<file path="src/rtl/sp_pkg.sv">
package sp_pkg;

  typedef enum logic [1:0] {
    WOP_NONE   = 2'd0,
    WOP_PROT   = 2'd1,
    WOP_UNPROT = 2'd2
  } wop_e;

  typedef struct packed {
    logic        hit;
    logic [15:0] idx;
  } sec_ref_t;

  // Mode-bit patterns, ordered {bit6, bit1, bit0}
  localparam logic [2:0] MODE_PROT   = 3'b010;
  localparam logic [2:0] MODE_UNPROT = 3'b110;

  // Sector address to flag index; miss for non-existent sectors
  function automatic sec_ref_t sec_lookup(input logic [15:0] addr,
                                          input int unsigned nsec);
    sec_ref_t r;
    if (32'(addr) < nsec) begin
      r.hit = 1'b1;
      r.idx = addr;
    end else begin
      r.hit = 1'b0;
      r.idx = '0;
    end
    return r;
  endfunction

endpackage

</file>
<file path="src/rtl/sp_sec_map.sv">
module sp_sec_map #(
  parameter int NUM_SECTORS = 35,
  parameter int SEC_AW      = 6,
  parameter int IDX_W       = 6
) (
  input  logic [SEC_AW-1:0] addr,
  output logic              hit,
  output logic [IDX_W-1:0]  idx
);
  sp_pkg::sec_ref_t r;

  always_comb begin
    r   = sp_pkg::sec_lookup(16'(addr), NUM_SECTORS);
    hit = r.hit;
    idx = IDX_W'(r.idx);
  end
endmodule

</file>
<file path="src/rtl/sp_wr_decode.sv">
module sp_wr_decode (
  input  logic         hv,
  input  logic         wr_stb,
  input  logic [2:0]   mode_bits,
  output sp_pkg::wop_e wop
);
  always_comb begin
    wop = sp_pkg::WOP_NONE;
    if (hv && wr_stb) begin
      if (mode_bits == sp_pkg::MODE_PROT)        wop = sp_pkg::WOP_PROT;
      else if (mode_bits == sp_pkg::MODE_UNPROT) wop = sp_pkg::WOP_UNPROT;
    end
  end
endmodule

</file>
<file path="src/rtl/sp_prot_store.sv">
module sp_prot_store #(
  parameter int NUM_SECTORS = 35,
  parameter int IDX_W       = 6
) (
  input  logic                   clk,
  input  logic                   rst,
  input  sp_pkg::wop_e           wop,
  input  logic                   w_hit,
  input  logic [IDX_W-1:0]       w_idx,
  output logic [NUM_SECTORS-1:0] prot_q,
  output logic                   all_prot,
  output logic                   err_q
);
  assign all_prot = &prot_q;

  always_ff @(posedge clk) begin
    if (rst) begin
      prot_q <= '0;
      err_q  <= 1'b0;
    end else begin
      err_q <= 1'b0;
      unique case (wop)
        sp_pkg::WOP_PROT: begin
          if (w_hit) prot_q[w_idx] <= 1'b1;
        end
        sp_pkg::WOP_UNPROT: begin
          if (!all_prot)  err_q          <= 1'b1;
          else if (w_hit) prot_q[w_idx] <= 1'b0;
        end
        default: ;
      endcase
    end
  end

  a_r2_protect_sets: assert property (@(posedge clk) disable iff (rst)
    (wop == sp_pkg::WOP_PROT && w_hit) |=> prot_q[$past(w_idx)]);

  a_r3_unprotect_clears: assert property (@(posedge clk) disable iff (rst)
    (wop == sp_pkg::WOP_UNPROT && all_prot && w_hit) |=> (!prot_q[$past(w_idx)] && !err_q));

  a_r4_refuse_keeps_flags: assert property (@(posedge clk) disable iff (rst)
    (wop == sp_pkg::WOP_UNPROT && !all_prot) |=> (err_q && $stable(prot_q)));

  a_r9_idle_stable: assert property (@(posedge clk) disable iff (rst)
    (wop == sp_pkg::WOP_NONE) |=> ($stable(prot_q) && !err_q));

  a_r7_reset_clear: assert property (@(posedge clk)
    rst |=> (prot_q == '0 && !err_q));
endmodule

</file>
<file path="src/rtl/sp_access_gate.sv">
module sp_access_gate (
  input  logic req,
  input  logic hit,
  input  logic flag,
  input  logic hv,
  input  logic wr_stb,
  output logic allow
);
  logic temp_lift;

  // Temporary unprotect holds only outside a flag-changing write cycle
  assign temp_lift = hv && !wr_stb;
  assign allow     = req && hit && (!flag || temp_lift);
endmodule

</file>
<file path="src/rtl/sector_guard.sv">
module sector_guard #(
  parameter int NUM_SECTORS = 35,
  parameter int SEC_AW      = 6
) (
  input  logic              clk,
  input  logic              rst,
  input  logic              hv_rst,
  input  logic              wr_stb,
  input  logic [SEC_AW-1:0] wr_sector,
  input  logic [2:0]        wr_mode_bits,
  input  logic              pgm_req,
  input  logic              ers_req,
  input  logic [SEC_AW-1:0] op_sector,
  input  logic [SEC_AW-1:0] st_sector,
  output logic              op_allow,
  output logic              st_prot,
  output logic              unprot_err
);
  localparam int IDX_W = (NUM_SECTORS > 1) ? $clog2(NUM_SECTORS) : 1;

  sp_pkg::wop_e           wop;
  logic                   w_hit, o_hit, s_hit, all_prot;
  logic [IDX_W-1:0]       w_idx, o_idx, s_idx;
  logic [NUM_SECTORS-1:0] prot_vec;
  logic                   op_req;

  assign op_req = pgm_req || ers_req;

  sp_wr_decode u_dec (
    .hv(hv_rst), .wr_stb(wr_stb), .mode_bits(wr_mode_bits), .wop(wop)
  );

  sp_sec_map #(.NUM_SECTORS(NUM_SECTORS), .SEC_AW(SEC_AW), .IDX_W(IDX_W)) u_map_wr (
    .addr(wr_sector), .hit(w_hit), .idx(w_idx)
  );
  sp_sec_map #(.NUM_SECTORS(NUM_SECTORS), .SEC_AW(SEC_AW), .IDX_W(IDX_W)) u_map_op (
    .addr(op_sector), .hit(o_hit), .idx(o_idx)
  );
  sp_sec_map #(.NUM_SECTORS(NUM_SECTORS), .SEC_AW(SEC_AW), .IDX_W(IDX_W)) u_map_st (
    .addr(st_sector), .hit(s_hit), .idx(s_idx)
  );

  sp_prot_store #(.NUM_SECTORS(NUM_SECTORS), .IDX_W(IDX_W)) u_store (
    .clk(clk), .rst(rst), .wop(wop), .w_hit(w_hit), .w_idx(w_idx),
    .prot_q(prot_vec), .all_prot(all_prot), .err_q(unprot_err)
  );

  sp_access_gate u_gate (
    .req(op_req), .hit(o_hit), .flag(prot_vec[o_idx]),
    .hv(hv_rst), .wr_stb(wr_stb), .allow(op_allow)
  );

  assign st_prot = s_hit && prot_vec[s_idx];

  a_r1_protected_denied: assert property (@(posedge clk) disable iff (rst)
    (!hv_rst && o_hit && prot_vec[o_idx]) |-> !op_allow);

  a_r5_temp_lift: assert property (@(posedge clk) disable iff (rst)
    (hv_rst && !wr_stb && op_req && o_hit) |-> op_allow);

  a_r10_range_denied: assert property (@(posedge clk) disable iff (rst)
    (!o_hit) |-> !op_allow);

  a_r11_write_cycle_gated: assert property (@(posedge clk) disable iff (rst)
    (hv_rst && wr_stb && o_hit && prot_vec[o_idx]) |-> !op_allow);
endmodule

</file>
<file path="config.mk">
export PLATFORM = sky130hd
export DESIGN_NAME = sector_guard
export DESIGN_NICKNAME = d
export VERILOG_FILES = /design/src/rtl/sp_pkg.sv /design/src/rtl/sp_sec_map.sv /design/src/rtl/sp_wr_decode.sv /design/src/rtl/sp_prot_store.sv /design/src/rtl/sp_access_gate.sv /design/src/rtl/sector_guard.sv
export SDC_FILE = /design/constraint.sdc
export NUM_CORES = 1
export LEC_CHECK = 0
export BUFFER_PORTS_ARGS = -buffer_cell sky130_fd_sc_hd__buf_2
export CAP_MARGIN = 30
export CORE_MARGIN = 3
export CORE_UTILIZATION = 59
export CTS_CLUSTER_SIZE = 40
export DETAILED_ROUTE_END_ITERATION = 10
export PLACE_DENSITY_LB_ADDON = 0.05
export SLEW_MARGIN = 10
export SYNTH_ARGS = -nofsm -noshare
export SYNTH_HDL_FRONTEND = slang
export SYNTH_SLANG_ARGS = --single-unit
</file>
<file path="constraint.sdc">
create_clock -name clk -period 2.2 [get_ports clk]
set_input_delay 0 -clock clk [delete_from_list [all_inputs] [get_ports clk]]
set_output_delay 0 -clock clk [all_outputs]
set_load 0.005 [all_outputs]
</file>
==> results.md <==
* Area grow syn2layout at 13.8%
* Routed Antenna Nets at 0
* CP Capture Type: output port
* RSZ-0062 raised after global routing: no
* Crit path capture: op_allow
* Placer Congestion at 0.910
* Max-cap violations at 0
* Clk slew on worst S/H paths at 0.08 ns
* Post-CTS setup buffers at 0
* Lkg Pwr at 1.44 nW
* Crit share post-route at between 90 and 100%
* Drt via density at approximately 6.4
* CTS tree: built
* R2R cell count at 8
* Clk Latency, worst-skew pair at 0.30 ns
* Syn_nets at approximately 360
* Post-synth ARST share at 0%
* Area of placed instances at roughly 0.0031 sq mm
* Count of final hold-check violations at 0
* YS warnings at 0
* Least-Margin Pin Slew at 0.743 ns
* Total wire length at ~8100 microns
* TritonRoute pass-1 iters at 4
* GRT Util Overall at 30.0%
* Synthesized area per cell at about 8.6 sq um
* Mapped cell area at ~0.0028 sq mm
* Final std cells w/o fill at between 400 and 500
* Die Ht at 75.3 microns
* Most used flip-flop cell after synthesis: dfxtp_1
* Initial DRC count at 192
* Core area at 0.00450 sq mm
* Global-route wire length before repair at 12700 microns
* R2r setup slk at 0.12 ns
* Critical path type: flop to output port
* PwrDens at 428 mW/mm^2
* Clk root buf: clkbuf_8
* Design area at approximately 0.0032 sq mm
* Slew Viols, Final at 0
* Top fanout value on the critical path at 4
* Total gr overflow at 0
* Die outline area at 0.00567 sq mm
* Sink Count at 36
* Initial Utilization at 62.9%
* VDD IR-drop max at approximately 0.00047 V
* Clk buf depth at 2
* Drc violations at 0
* Wirelength per Cell at 19.1 microns
* Tot Pwr at ~1.4 mW
* # H-tree levels at 2
* Worst Path Arrival at roughly 2.2 ns
* Cells after synthesis at 331
* Share of layout cells above drive strength 1 at 23.8%
* Inst Count DP at 413
* Synth cell types at 57
* Clk_skew at 0.00951 ns
* Worst path max stage delay at 0.41 ns
* Relative slew slack at 50.4%
* CP cell instances: mux2i_1 > o22ai_1 > a2111oi_1 > o21ai_0 > a31o_2 > a221oi_2 > buf_2
* Vias in the first global route at between 2000 and 2500
* Most frequent cells in the layout: mux2i_1 (48), nand2b_1 (41), dfxtp_1 (36), nand3_1 (35), buf_2 (29)
* Commonest non-fill, non-tap cell in the layout: mux2i_1
* Hold Path Class: input pin to flop
* Final setup fails at 0
* # rows at 24
* Chip width at approximately 75 microns
* Number of diodes at 0
* Critical Path Source Type: flop
* Status: complete, no violations
* CP max stage cell: a2111oi_1
* Post-Route Utilization at 71.6%
* Register area share after synthesis at 25.4%
* Setup TNS at 0 ns
* Initial antenna violation count at 0
* PortBufs at 29
* Final nets at 395
* FF+latch count, synth at 36
* Fmax achieved at 464 MHz
* Post-synth EDFFs at 0
* # IOs at 30
* DP Wirelength at between 6000 and 7000 microns
* Min Tclk post-route at 2.15 ns
* TritonCTS Buffers at 5
* Hold buffer count at cts at 0
* Vias post-DR at 2700
* Pin count of the biggest net entering global routing at 38
* Worst Path Required at between 2 and 2.5 ns
[critical path: cells and delay by family, from the launching register on]
| family | cells | cell delay, ns |
|---|---|---|
| AOI/OAI and AO/OA | 5 | 1.16 |
| muxes | 1 | 0.16 |
| buffers and inverters | 1 | 0.14 |
| DFF | 1 | 0.39 |
[logic make-up after synthesis]
family          Yosys count  synth area share [%]
compound gates           59                  16.8
buf+inv                  37                  5.21
flops                    36                  25.4
simple gates            141                  31.1
mux                      58                  21.5
[area by class of cell]
class / count / area [sq um]
Tap cell: 52 / 65.1
Clock inverter: 3 / 18.8
Timing Repair Buffer: 55 / 340
Inverter: 12 / 45.0
Clock buffer: 5 / 68.8
Fill cell: 371 / 1280
Multi-Input combinational cell: 258 / 1970
Sequential cell: 36 / 721
[worst min-delay path by stage]
stage / from / to / slack [ns] / cells past startpoint
4_1_cts: wr_sector[0] / flop / 0.13 / 3
6_report: wr_sector[0] / flop / 0.13 / 3
2_1_floorplan: pgm_req / op_allow / 0.14 / 2
3_5_place_dp: pgm_req / op_allow / 0.36 / 4
3_3_place_gp: pgm_req / op_allow / 0.35 / 4
5_1_grt: wr_sector[0] / flop / 0.16 / 3
[synthesized netlist by cell type (2+ instances only)]
master | instances | area share (%)
o21ai_0 | 7 | 1.2
a21oi_1 | 10 | 1.8
a31oi_1 | 2 | 0.44
nor3b_1 | 4 | 1.1
a22oi_1 | 2 | 0.53
nand3_1 | 35 | 6.2
nand2_1 | 14 | 1.9
o221ai_1 | 3 | 0.93
nand4b_1 | 2 | 0.62
mux2i_1 | 48 | 17
nor2_1 | 9 | 1.2
o22ai_1 | 3 | 0.66
and3_1 | 4 | 0.88
inv_1 | 12 | 1.6
nor4_4 | 2 | 1.5
buf_2 | 7 | 1.2
o2bb2ai_1 | 2 | 0.62
nor2b_1 | 4 | 0.88
nand4_1 | 9 | 2.0
mux2_2 | 9 | 3.6
nor3_1 | 4 | 0.71
nor4_1 | 2 | 0.44
or2_2 | 2 | 0.44
nand2b_1 | 41 | 9.1
clkbuf_1 | 14 | 1.9
o211ai_1 | 4 | 1.1
o2111ai_1 | 3 | 0.93
nor4b_4 | 3 | 2.5
buf_1 | 4 | 0.53
o31a_1 | 2 | 0.62
a211oi_1 | 2 | 0.53
a31o_2 | 2 | 0.62
dfxtp_1 | 36 | 25
[repair_timing]
action | 4_1_cts | 5_1_grt
setup endpoints to repair | 0 | 1
endpoints found under the hold margin | 0 | 0
resized for setup | 0 | 1
[through the flow]
step,setup WS [ns],hold WS [ns]
final,0.0450,0.133
after global routing,0.000186,0.157
after CTS,0.0251,0.131
after detailed placement,0.134,0.361
after global placement,0.185,0.354
after floorplan,0.249,0.140
[where the power goes]
part,total [mW],internal (mW),switching (mW)
registers,0.652,0.651,0.000489
logic,0.245,0.0961,0.149
clock network,0.483,0.221,0.262
[metal layers]
layer / share of wire (%) / vias to the layer above / routed length (microns) / GRT usage [%]
li1: - / 1301 / - / -
met1: 44 / 1276 / 3550 / 41.0
met2: 45 / 94 / 3620 / 44.6
met3: 7.4 / 29 / 600 / 7.52
met4: 3.6 / 0 / 287 / 13.4
met5: 0 / - / 0 / 0
Note: power is estimated with default switching activity, not from simulation.
